==> src/rtl/ctg_pkg.sv <==
package ctg_pkg;
  localparam int CTG_W      = 8;
  localparam int CTG_N      = 3;
  localparam int CTG_AW     = 3;
  localparam logic [CTG_AW-1:0] ADR_MODE = 3'd3;
  localparam logic [CTG_AW-1:0] ADR_FLAG = 3'd4;
  localparam int MB_LATCH_ONLY = CTG_N - 1;  // bit 2
  localparam int MB_TOUT_EN    = CTG_N;      // bit 3
endpackage

==> src/rtl/tmr_core.sv <==
module tmr_core #(
  parameter int W = 8
) (
  input  logic         clk,
  input  logic         rst,
  input  logic         cnt_en,
  input  logic         wr,
  input  logic [W-1:0] wr_val,
  input  logic         latch_only,
  output logic [W-1:0] count,
  output logic         uflow
);
  logic [W-1:0] latch_q;
  logic [W-1:0] cnt_q;

  assign uflow = cnt_en && (cnt_q == '0);
  assign count = cnt_q;

  always_ff @(posedge clk) begin
    if (rst) begin
      latch_q <= '1;
      cnt_q   <= '1;
    end else if (wr && (!latch_only || uflow)) begin
      latch_q <= wr_val;
      cnt_q   <= wr_val;
    end else begin
      if (wr) latch_q <= wr_val;
      if (cnt_en) cnt_q <= uflow ? latch_q : cnt_q - 1'b1;
    end
  end

  // underflow reloads from latch when no write interferes
  a_r1_reload: assert property (@(posedge clk) disable iff (rst)
    (uflow && !wr) |=> (cnt_q == $past(latch_q)));
  // plain count pulse decrements
  a_r1_decrement: assert property (@(posedge clk) disable iff (rst)
    (cnt_en && !uflow && !wr) |=> (cnt_q == $past(cnt_q) - 1'b1));
  // idle timer holds
  a_r2_hold: assert property (@(posedge clk) disable iff (rst)
    (!cnt_en && !wr) |=> $stable(cnt_q));
  // latch-only write without underflow leaves the latch updated
  a_r4_latch_only: assert property (@(posedge clk) disable iff (rst)
    (wr && latch_only && !uflow) |=> (latch_q == $past(wr_val)));
  // collision loads the counter
  a_r5_collision: assert property (@(posedge clk) disable iff (rst)
    (wr && latch_only && uflow) |=> (cnt_q == $past(wr_val)));
endmodule

==> src/rtl/irq_bank.sv <==
module irq_bank #(
  parameter int N = 3
) (
  input  logic         clk,
  input  logic         rst,
  input  logic [N-1:0] set,
  input  logic         clr_wr,
  input  logic [N-1:0] keep_mask,
  output logic [N-1:0] flags
);
  always_ff @(posedge clk) begin
    if (rst)         flags <= '0;
    else if (clr_wr) flags <= (flags & keep_mask) | set;
    else             flags <= flags | set;
  end

  // an underflow always leaves its flag set, even against a clear
  a_r6_set_wins: assert property (@(posedge clk) disable iff (rst)
    (set != '0) |=> ((flags & $past(set)) == $past(set)));
  // without set or clear, flags hold
  a_r6_hold: assert property (@(posedge clk) disable iff (rst)
    (set == '0 && !clr_wr) |=> $stable(flags));
endmodule

==> src/rtl/cascade_timer_group.sv <==
module cascade_timer_group
  import ctg_pkg::*;
#(
  parameter int W  = CTG_W,
  parameter int AW = CTG_AW
) (
  input  logic          clk,
  input  logic          rst,
  input  logic          wr_en,
  input  logic [AW-1:0] addr,
  input  logic [W-1:0]  wr_data,
  input  logic [2:0]    tick,
  output logic [W-1:0]  rd_data,
  output logic [2:0]    irq,
  output logic          tout
);
  localparam int N = CTG_N;

  logic [W-1:0] mode_q;
  logic [W-1:0] cnt [N];
  logic [N-1:0] uf;
  logic         uf_a;
  logic         tout_q;

  // Timer A: fixed tick source, joint write
  tmr_core #(.W(W)) u_tmr_a (
    .clk(clk), .rst(rst), .cnt_en(tick[0]),
    .wr(wr_en && addr == AW'(0)), .wr_val(wr_data),
    .latch_only(1'b0), .count(cnt[0]), .uflow(uf_a)
  );
  assign uf[0] = uf_a;

  // Timers B and C: source selectable, B may use latch-only writes
  for (genvar i = 1; i < N; i++) begin : g_tmr
    logic en_g;
    logic lo_g;
    assign en_g = mode_q[i-1] ? uf_a : tick[i];
    if (i == 1) begin : g_lo
      assign lo_g = mode_q[MB_LATCH_ONLY];
    end else begin : g_jw
      assign lo_g = 1'b0;
    end
    tmr_core #(.W(W)) u_tmr (
      .clk(clk), .rst(rst), .cnt_en(en_g),
      .wr(wr_en && addr == AW'(i)), .wr_val(wr_data),
      .latch_only(lo_g), .count(cnt[i]), .uflow(uf[i])
    );
  end

  irq_bank #(.N(N)) u_irq (
    .clk(clk), .rst(rst), .set(uf),
    .clr_wr(wr_en && addr == ADR_FLAG), .keep_mask(wr_data[N-1:0]),
    .flags(irq)
  );

  always_ff @(posedge clk) begin
    if (rst) begin
      mode_q  <= '0;
      tout_q  <= 1'b0;
      rd_data <= '0;
    end else begin
      if (wr_en && addr == ADR_MODE) mode_q <= wr_data;
      if (!mode_q[MB_TOUT_EN]) tout_q <= 1'b0;
      else if (uf[1])          tout_q <= ~tout_q;
      case (addr)
        AW'(0):   rd_data <= cnt[0];
        AW'(1):   rd_data <= cnt[1];
        AW'(2):   rd_data <= cnt[2];
        ADR_MODE: rd_data <= mode_q;
        ADR_FLAG: rd_data <= W'(irq);
        default:  rd_data <= '0;
      endcase
    end
  end
  assign tout = tout_q;

  // toggle on B underflow while enabled
  a_r8_toggle: assert property (@(posedge clk) disable iff (rst)
    (uf[1] && mode_q[MB_TOUT_EN]) |=> (tout != $past(tout)));
  // disabled output stays low
  a_r8_low: assert property (@(posedge clk) disable iff (rst)
    !mode_q[MB_TOUT_EN] |=> !tout);
  // cascaded timer counts exactly on A's underflow
  a_r7_cascade: assert property (@(posedge clk) disable iff (rst)
    (mode_q[0] && !uf_a && !(wr_en && addr == AW'(1))) |=> $stable(cnt[1]));
  // reset state
  a_r9_reset: assert property (@(posedge clk)
    $past(rst) |-> (irq == '0 && !tout && mode_q == '0));
endmodule

==> config.mk <==
export PLATFORM = sky130hd
export DESIGN_NAME = cascade_timer_group
export DESIGN_NICKNAME = d
export VERILOG_FILES = /design/src/rtl/ctg_pkg.sv /design/src/rtl/tmr_core.sv /design/src/rtl/irq_bank.sv /design/src/rtl/cascade_timer_group.sv
export SDC_FILE = /design/constraint.sdc
export NUM_CORES = 1
export LEC_CHECK = 0
export ABC_AREA = 1
export BUFFER_PORTS_ARGS = -buffer_cell sky130_fd_sc_hd__buf_2
export CORE_UTILIZATION = 50
export CTS_BUF_LIST = sky130_fd_sc_hd__clkbuf_4 sky130_fd_sc_hd__clkbuf_8
export CTS_CLUSTER_SIZE = 12
export DETAILED_ROUTE_END_ITERATION = 7
export PLACE_DENSITY = 0.78
export SKIP_LAST_GASP = 1
export SYNTH_ARGS = -nofsm -noshare
export SYNTH_HDL_FRONTEND = slang
export SYNTH_SLANG_ARGS = --single-unit
==> constraint.sdc <==
create_clock -name clk -period 2.5 [get_ports clk]
set_clock_uncertainty 0.1 [all_clocks]
set_input_delay 0.5 -clock clk [delete_from_list [all_inputs] [get_ports clk]]
set_output_delay 0.5 -clock clk [all_outputs]
set_load 0.005 [all_outputs]
After elaboration in Yosys (flattened, before gate mapping)
Index checks and enable logic that the tools add are counted.

word-level totals
  word-level logic and storage cells = 57
  bits of input ports = 17
  output and inout port bits = 12
  register bits after elaboration = 68

operators by class
  add/sub/neg operators = 3
  reduce and logical (&&, ||, !) cells = 20
  equality and inequality tests = 4
  bitwise gates (word level) = 5
  muxes and demuxes = 15

operators by type and width
  operator                                           number
  2-to-1 mux 8 bit                                   11
  case mux 8 bit (5 select lines)                    1
  zero test 8 bit                                    3
  subtractor 8 x 1 -> 8 bit (second input constant)  3
  logical AND 1 bit                                  9
  nonzero test 2 bit                                 4
  == test 3 x 2 -> 1 bit (second input constant)     2
  OR 3 bit                                           2
  bitwise AND 3 bit                                  1
  == test 3 x 1 -> 1 bit (second input constant)     1
  == test 3 bit (second input constant)              1
  zero test 3 bit                                    1
  2-to-1 mux 3 bit                                   1
  2-to-1 mux 1 bit                                   2
  inverter 1 bit                                     2
  OR reduction 2 bit                                 1
  zero test 1 bit                                    1
  logical OR 1 bit                                   1

Depth between registers and ports, before layout
  word-level depth = 7
  depth in mapped cells = 12
  gate-level depth less buffers = 12

By module
From an unflattened synthesis, not the netlist that was laid out.

unflattened totals
  cell total of the unflattened synthesis = 617
  area total of the unflattened synthesis = 3995.1 um2

by module, submodules not included
  module                          instances  area each (um2)  seq. area each (um2)  cells an instance
  tmr_core at g_tmr[1].u_tmr ...  2          984.7            320.3                 153
  tmr_core at u_tmr_a             1          994.7            320.3                 152
  cascade_timer_group             1          910.9            340.3                 141
  irq_bank                        1          120.1            60.1                  18

Worst setup path before layout
No wires, ideal clock.

  path type = reg2reg
  start = reg u_tmr_a.cnt_q[0], in the netlist u_tmr_a.count[0]
  end = reg g_tmr[2].u_tmr.cnt_q[4]
  cell stages (with the launch flop) = 13
  library setup time = 0.112 ns
  required time = 2.288 ns
  arrival time = 1.520 ns
  clock period less this slack = 1.732 ns
  setup slack = 0.768 ns
  path buffers = 1
  cells stage by stage = dfxtp_1 > inv_1 > ha_1 > nand2_1 > nor2_4 > nand2_4 > o21ai_4 > nand2_2 > buf_6 > nand2_1 > nand3_1 > nand2_1 > nand2_1

between the ends
  word-level cells in the longest chain between the ends = 7
  elaborated cells on any way between the ends = 8
  classes of those cells = 4 x mux; 4 x reduce/logical

ends and longest elaborated chain
  what                            RTL line                   RTL
  start: declaration              tmr_core.sv:14             logic [W-1:0] cnt_q;
  start signal: assignment        tmr_core.sv:25             cnt_q <= wr_val;
  start signal: assignment        tmr_core.sv:28             if (cnt_en) cnt_q <= uflow ? latch_q : cnt_q - 1'b1;
  zero test 8 bit (*)             tmr_core.sv:16             assign uflow = cnt_en && (cnt_q == '0);
  logical AND 1 bit (*)           tmr_core.sv:16
  2-to-1 mux 1 bit (*)            cascade_timer_group.sv:37  assign en_g = mode_q[i-1] ? uf_a : tick[i];
  logical AND 1 bit               tmr_core.sv:16
  2-to-1 mux 8 bit (2 in series)  tmr_core.sv:28
  2-to-1 mux 8 bit                tmr_core.sv:23             end else if (wr && (!latch_only || uflow)) begin
  end signal: assignment          tmr_core.sv:25
  end signal: assignment          tmr_core.sv:28
  end: declaration                tmr_core.sv:14

Every way passes the cells marked *; elsewhere a longest branch is shown, timed or not. The select of a mux whose other input is x is not followed.
A chain may end at the register's enable or synchronous reset.

Worst setup path in the final report
Same ends and word-level chain as after synthesis.

==> results.md <==
Routing:
- Dividing the detail-routed wire length by the instance count gives 15.3 um.
- The post-detailed-route via-to-cell ratio is 5.64.
- In the routed design, unresolved DRC markers number 0.
- The violation count after the first detailed-routing iteration is 371.
- The number of nets with antenna violations after detailed routing is 0.
- The total iterations of the first detailed-routing run is 5.
- The wire length reported by the detailed router is 9520 um.
- Across all layers, the routed design uses 3505 vias.

Clocking:
- The count of hold buffers inserted by post-cts repair is 0.
- TritonCTS built the clock tree.
- After clock tree synthesis, the repair step resized 0 gates.
- The clock passes through at most 2 buffers.
- Clock-pin slew was measured on the worst setup and hold paths at 70 ps.
- The root buffer cell is sky130_fd_sc_hd__clkbuf_8.
- The number of buffers inserted by post-CTS setup repair is 0.
- CTS saw 68 sinks.
- At the later pin of the worst-skew pair, clock insertion delay measures 360 ps.
- The H-tree generated during clock tree synthesis spans 3 levels.
- Clock tree synthesis inserted a total of 9 buffers.

Layout:
- The most common library cell in the layout ignoring fill and taps is sky130_fd_sc_hd__nand2_1.
- In the final design database the tool counted 557 nets.
- In the layout the commonest cells are 132 x sky130_fd_sc_hd__nand2_1, 68 x sky130_fd_sc_hd__dfxtp_1, 62 x sky130_fd_sc_hd__inv_1.
- From synthesis to final layout, the design area changed by 12.0%.
- The final cell area excluding filler cells is 3910 sq um.
- Fill cells in the final layout number 624.
- The diode insertion count for antenna repair is 0.
- Cells with a size suffix above 1 make up 13.9% of the layout.

GRT:
- The remaining global-route overflow is 0.
- The pin count of the biggest net entering global routing is 24.
- The global-route wire length before repair is 15200 um.
- The global-route usage over all layers is 27.1%.
- The initial antenna violation count is 0.
- The via count of the first global-routing pass was 3130.

Setup path:
- The kind of end point of the critical path is a register.
- The setup slack of the most critical reg-to-reg path is 400 ps.
- Along the worst path, the maximum fanout reaches 16.
- The end of the worst register-to-register path is g_tmr[2].u_tmr.count[4]$_SDFFE_PP1P_.
- The worst path required time is 2660 ps.
- The startpoint of the lowest-slack register-to-register path is u_tmr_a.count[0]$_SDFFE_PP1P_.
- The depth of the worst register-to-register path is 11.
- The largest single stage delay on the critical path is 320 ps.
- The startpoint-to-endpoint class of the critical path is reg -> reg.
- The total number of cells along the worst setup path is 11.
- The slowest stage of the critical path is the sky130_fd_sc_hd__dfxtp_1 cell.
- The number of buffers and inverters on the critical path is 1.
- The critical path goes through inv_1 > ha_1 > nand2_1 > nor2_4 > nand2_4 > o21ai_4 > nand2_2 > nand2_1 > nand3_1 > nand2_1 > nand2_1.
- The cell family contributing the most delay on the critical path is simple AND/OR/NAND/NOR gates.
- The kind of start point of the critical path is a register.
- The worst path arrival time is 2260 ps.
- The most frequent cell on the critical path is sky130_fd_sc_hd__nand2_1.
- The source of the critical timing path is u_tmr_a.count[0]$_SDFFE_PP1P_.

Placed design:
- The count of port buffers added during placement is 28.
- Detailed placement finished with a half-perimeter wire length of 7000 um.
- At the end of routability-driven placement, the weighted congestion stood at 1.01.
- Summing all placed instances gives a cell area of 3710 sq um.

Timing:
- The achievable clock frequency is 0.475 GHz.
- The normalized max-slew margin is 53.9%.
- The routed design could run at a clock period as short as 2100 ps.
- Setup repair after global routing left no endpoint under its margin.
- The final critical-path share of the clock period is 84.1%.
- The final setup TNS is 0 ps.
- The measured slew at the worst slew-check pin is 691 ps.
- The hold violation total from the final report is 0.
- Setup violations remaining at the end of the flow were counted as 0.
- The total count of max-transition violations in the final report is 0.

Power and ir drop:
- The leakage power figure is 1.98 nW.
- The power density of the placed cells is 640 nW/um^2.
- The largest voltage drop on the vdd net is 0.356 mV.

Worst hold path:
- The class of the worst hold path is in -> reg.
- The path with the worst hold slack has its endpoint at g_tmr[1].u_tmr.count[2]$_SDFFE_PP1P_.
- The startpoint identified for the worst hold timing path is wr_data[2].
- The worst hold path cell count is 3.

Yosys:
- When the netlist entered floorplanning its net count stood at 525.
- The count of distinct cell types in the synthesized netlist is 35.
- Measured against the total synthesized area, the mux share comes to 0%.
- After synthesis, flip-flops and latches occupy 39.0% of the total area.
- The post-synthesis area per instance is 6.93 sq um.
- Counting flops and latches in the post-synthesis netlist gives 68.
- The complex-gate fraction of the synthesized area is 17.6%.
- Summing the areas of all fa, ha and maj instances in the mapped netlist gives 1.43% of the synthesized area.
- The area of the mapped netlist is 3490 sq um.
- The post-synthesis share of cell area spent on xor and xnor gates is 3.01%.
- The gate count after technology mapping is 504.
- The post-synthesis simple-gate area fraction is 29.6%.
- During synthesis, Yosys emitted a total of 0 warnings.
- The combinational family with the most area after synthesis is simple AND/OR/NAND/NOR gates.

Die:
- The overall die area is 7320 sq um.
- The starting density of the core is 51.7%.
- The area inside the core boundary is 6760 sq um.
- The die is 85.6 um wide.
- The floorplan has 30 rows.
- The number of I/O pins is 29.
- In this run the vertical extent of the chip is 85.6 um.

Status:
- The flow ran to the end, and the final reports show no timing, DRC or antenna violations.

Flow run:
- Across the run, the number of max-cap violations was 0.
cell usage after synthesis:
cell | number | share of area, %
sky130_fd_sc_hd__xor2_1 | 11 | 2.8
sky130_fd_sc_hd__a21o_1 | 1 | 0.22
sky130_fd_sc_hd__a221oi_1 | 4 | 1.0
sky130_fd_sc_hd__buf_6 | 1 | 0.32
sky130_fd_sc_hd__inv_2 | 8 | 0.86
sky130_fd_sc_hd__o21ai_0 | 38 | 5.4
sky130_fd_sc_hd__nand2_1 | 132 | 14
sky130_fd_sc_hd__a21oi_4 | 1 | 0.47
sky130_fd_sc_hd__dfxtp_1 | 68 | 39
sky130_fd_sc_hd__o22ai_1 | 8 | 1.4
sky130_fd_sc_hd__inv_1 | 62 | 6.7
sky130_fd_sc_hd__o21ai_4 | 1 | 0.47
sky130_fd_sc_hd__o221ai_1 | 4 | 1.0
sky130_fd_sc_hd__xnor2_1 | 1 | 0.25
sky130_fd_sc_hd__nor2_1 | 39 | 4.2
sky130_fd_sc_hd__or2_2 | 1 | 0.18
sky130_fd_sc_hd__nand2_4 | 1 | 0.32
sky130_fd_sc_hd__a21oi_1 | 26 | 3.7
sky130_fd_sc_hd__nor2_2 | 2 | 0.36
sky130_fd_sc_hd__nand3_2 | 1 | 0.29
sky130_fd_sc_hd__a22oi_1 | 2 | 0.43
sky130_fd_sc_hd__ha_1 | 4 | 1.4
sky130_fd_sc_hd__buf_4 | 2 | 0.43
sky130_fd_sc_hd__nand3_1 | 45 | 6.4
sky130_fd_sc_hd__buf_2 | 3 | 0.43
sky130_fd_sc_hd__nor2_4 | 5 | 1.6
sky130_fd_sc_hd__o31ai_2 | 1 | 0.36
sky130_fd_sc_hd__a31oi_1 | 2 | 0.36
sky130_fd_sc_hd__nand4_1 | 2 | 0.36
sky130_fd_sc_hd__nand3b_1 | 2 | 0.43
sky130_fd_sc_hd__o21ai_1 | 7 | 1.0
sky130_fd_sc_hd__o211ai_1 | 8 | 1.7
sky130_fd_sc_hd__nand3_4 | 1 | 0.50
sky130_fd_sc_hd__clkbuf_1 | 6 | 0.64
sky130_fd_sc_hd__nand2_2 | 4 | 0.72
cell type report:
class,count,area [sq um],share of cell area [%]
Clock buffer,12,159,4.06
Clock inverter,4,47.5,1.22
Inverter,70,263,6.72
Multi-Input combinational cell,354,1800,46.1
Sequential cell,68,1360,34.8
Tap cell,80,100,2.56
Timing Repair Buffer,33,178,4.54
worst max-delay path by stage:
stage	endpoint	slack, ps
final	g_tmr[2].u_tmr.count[4]$_SDFFE_PP1P_	400
after global routing	g_tmr[2].u_tmr.count[4]$_SDFFE_PP1P_	250
after CTS	g_tmr[2].u_tmr.count[4]$_SDFFE_PP1P_	440
after detailed placement	u_tmr_a.count[3]$_SDFFE_PP1P_	320
after global placement	u_tmr_a.count[3]$_SDFFE_PP1P_	400
after floorplan	g_tmr[2].u_tmr.count[4]$_SDFFE_PP1P_	770
power breakdown:
group | internal, mW | switching (mW)
sequential | 1.15 | 0.0449
clock | 0.523 | 0.429
combinational | 0.124 | 0.236
total | 1.79 | 0.710
tightest hold or removal path: cells and delay by family:
family	cells	cell delay, ps
buffers and inverters	1	130
AND/OR/NAND/NOR	2	140
per-layer routing:
layer | up-vias | GRT usage (%) | share of wire [%]
met5 | - | 0 | 0
met4 | 0 | 12.1 | 2.5
met3 | 22 | 4.81 | 8.7
met2 | 187 | 41.5 | 45
met1 | 1592 | 37.4 | 44
li1 | 1704 | - | -
state kept, by name (all words and copies together), names as in the netlist:
name,cells
g_tmr.u_tmr.count,16
g_tmr.u_tmr.latch_q,16
mode_q,8
rd_data,8
u_tmr_a.count,8
u_tmr_a.latch_q,8
u_irq.flags,3
tout,1
cell families after synthesis:
group | count (synthesis)
simple gates | 235
compound gates | 103
buf+inv | 82
flops | 68
xor+xnor | 12
fa+ha+maj | 4
metrics by stage:
step / worst slack, ps / instances / utilization (%) / hold WS, ps / total power, mW
floorplan: 768 / 504 / - / 321 / 1.45
detailed placement: 322 / 605 / 54.9 / 337 / 1.56
global placement: 399 / 605 / 54.9 / 331 / 1.55
global route: 254 / 621 / 57.9 / 364 / 2.59
finish: 397 / 621 / 57.9 / 344 / 2.50
CTS: 441 / 621 / 57.9 / 331 / 2.50
(Power assumes the default switching activity.)
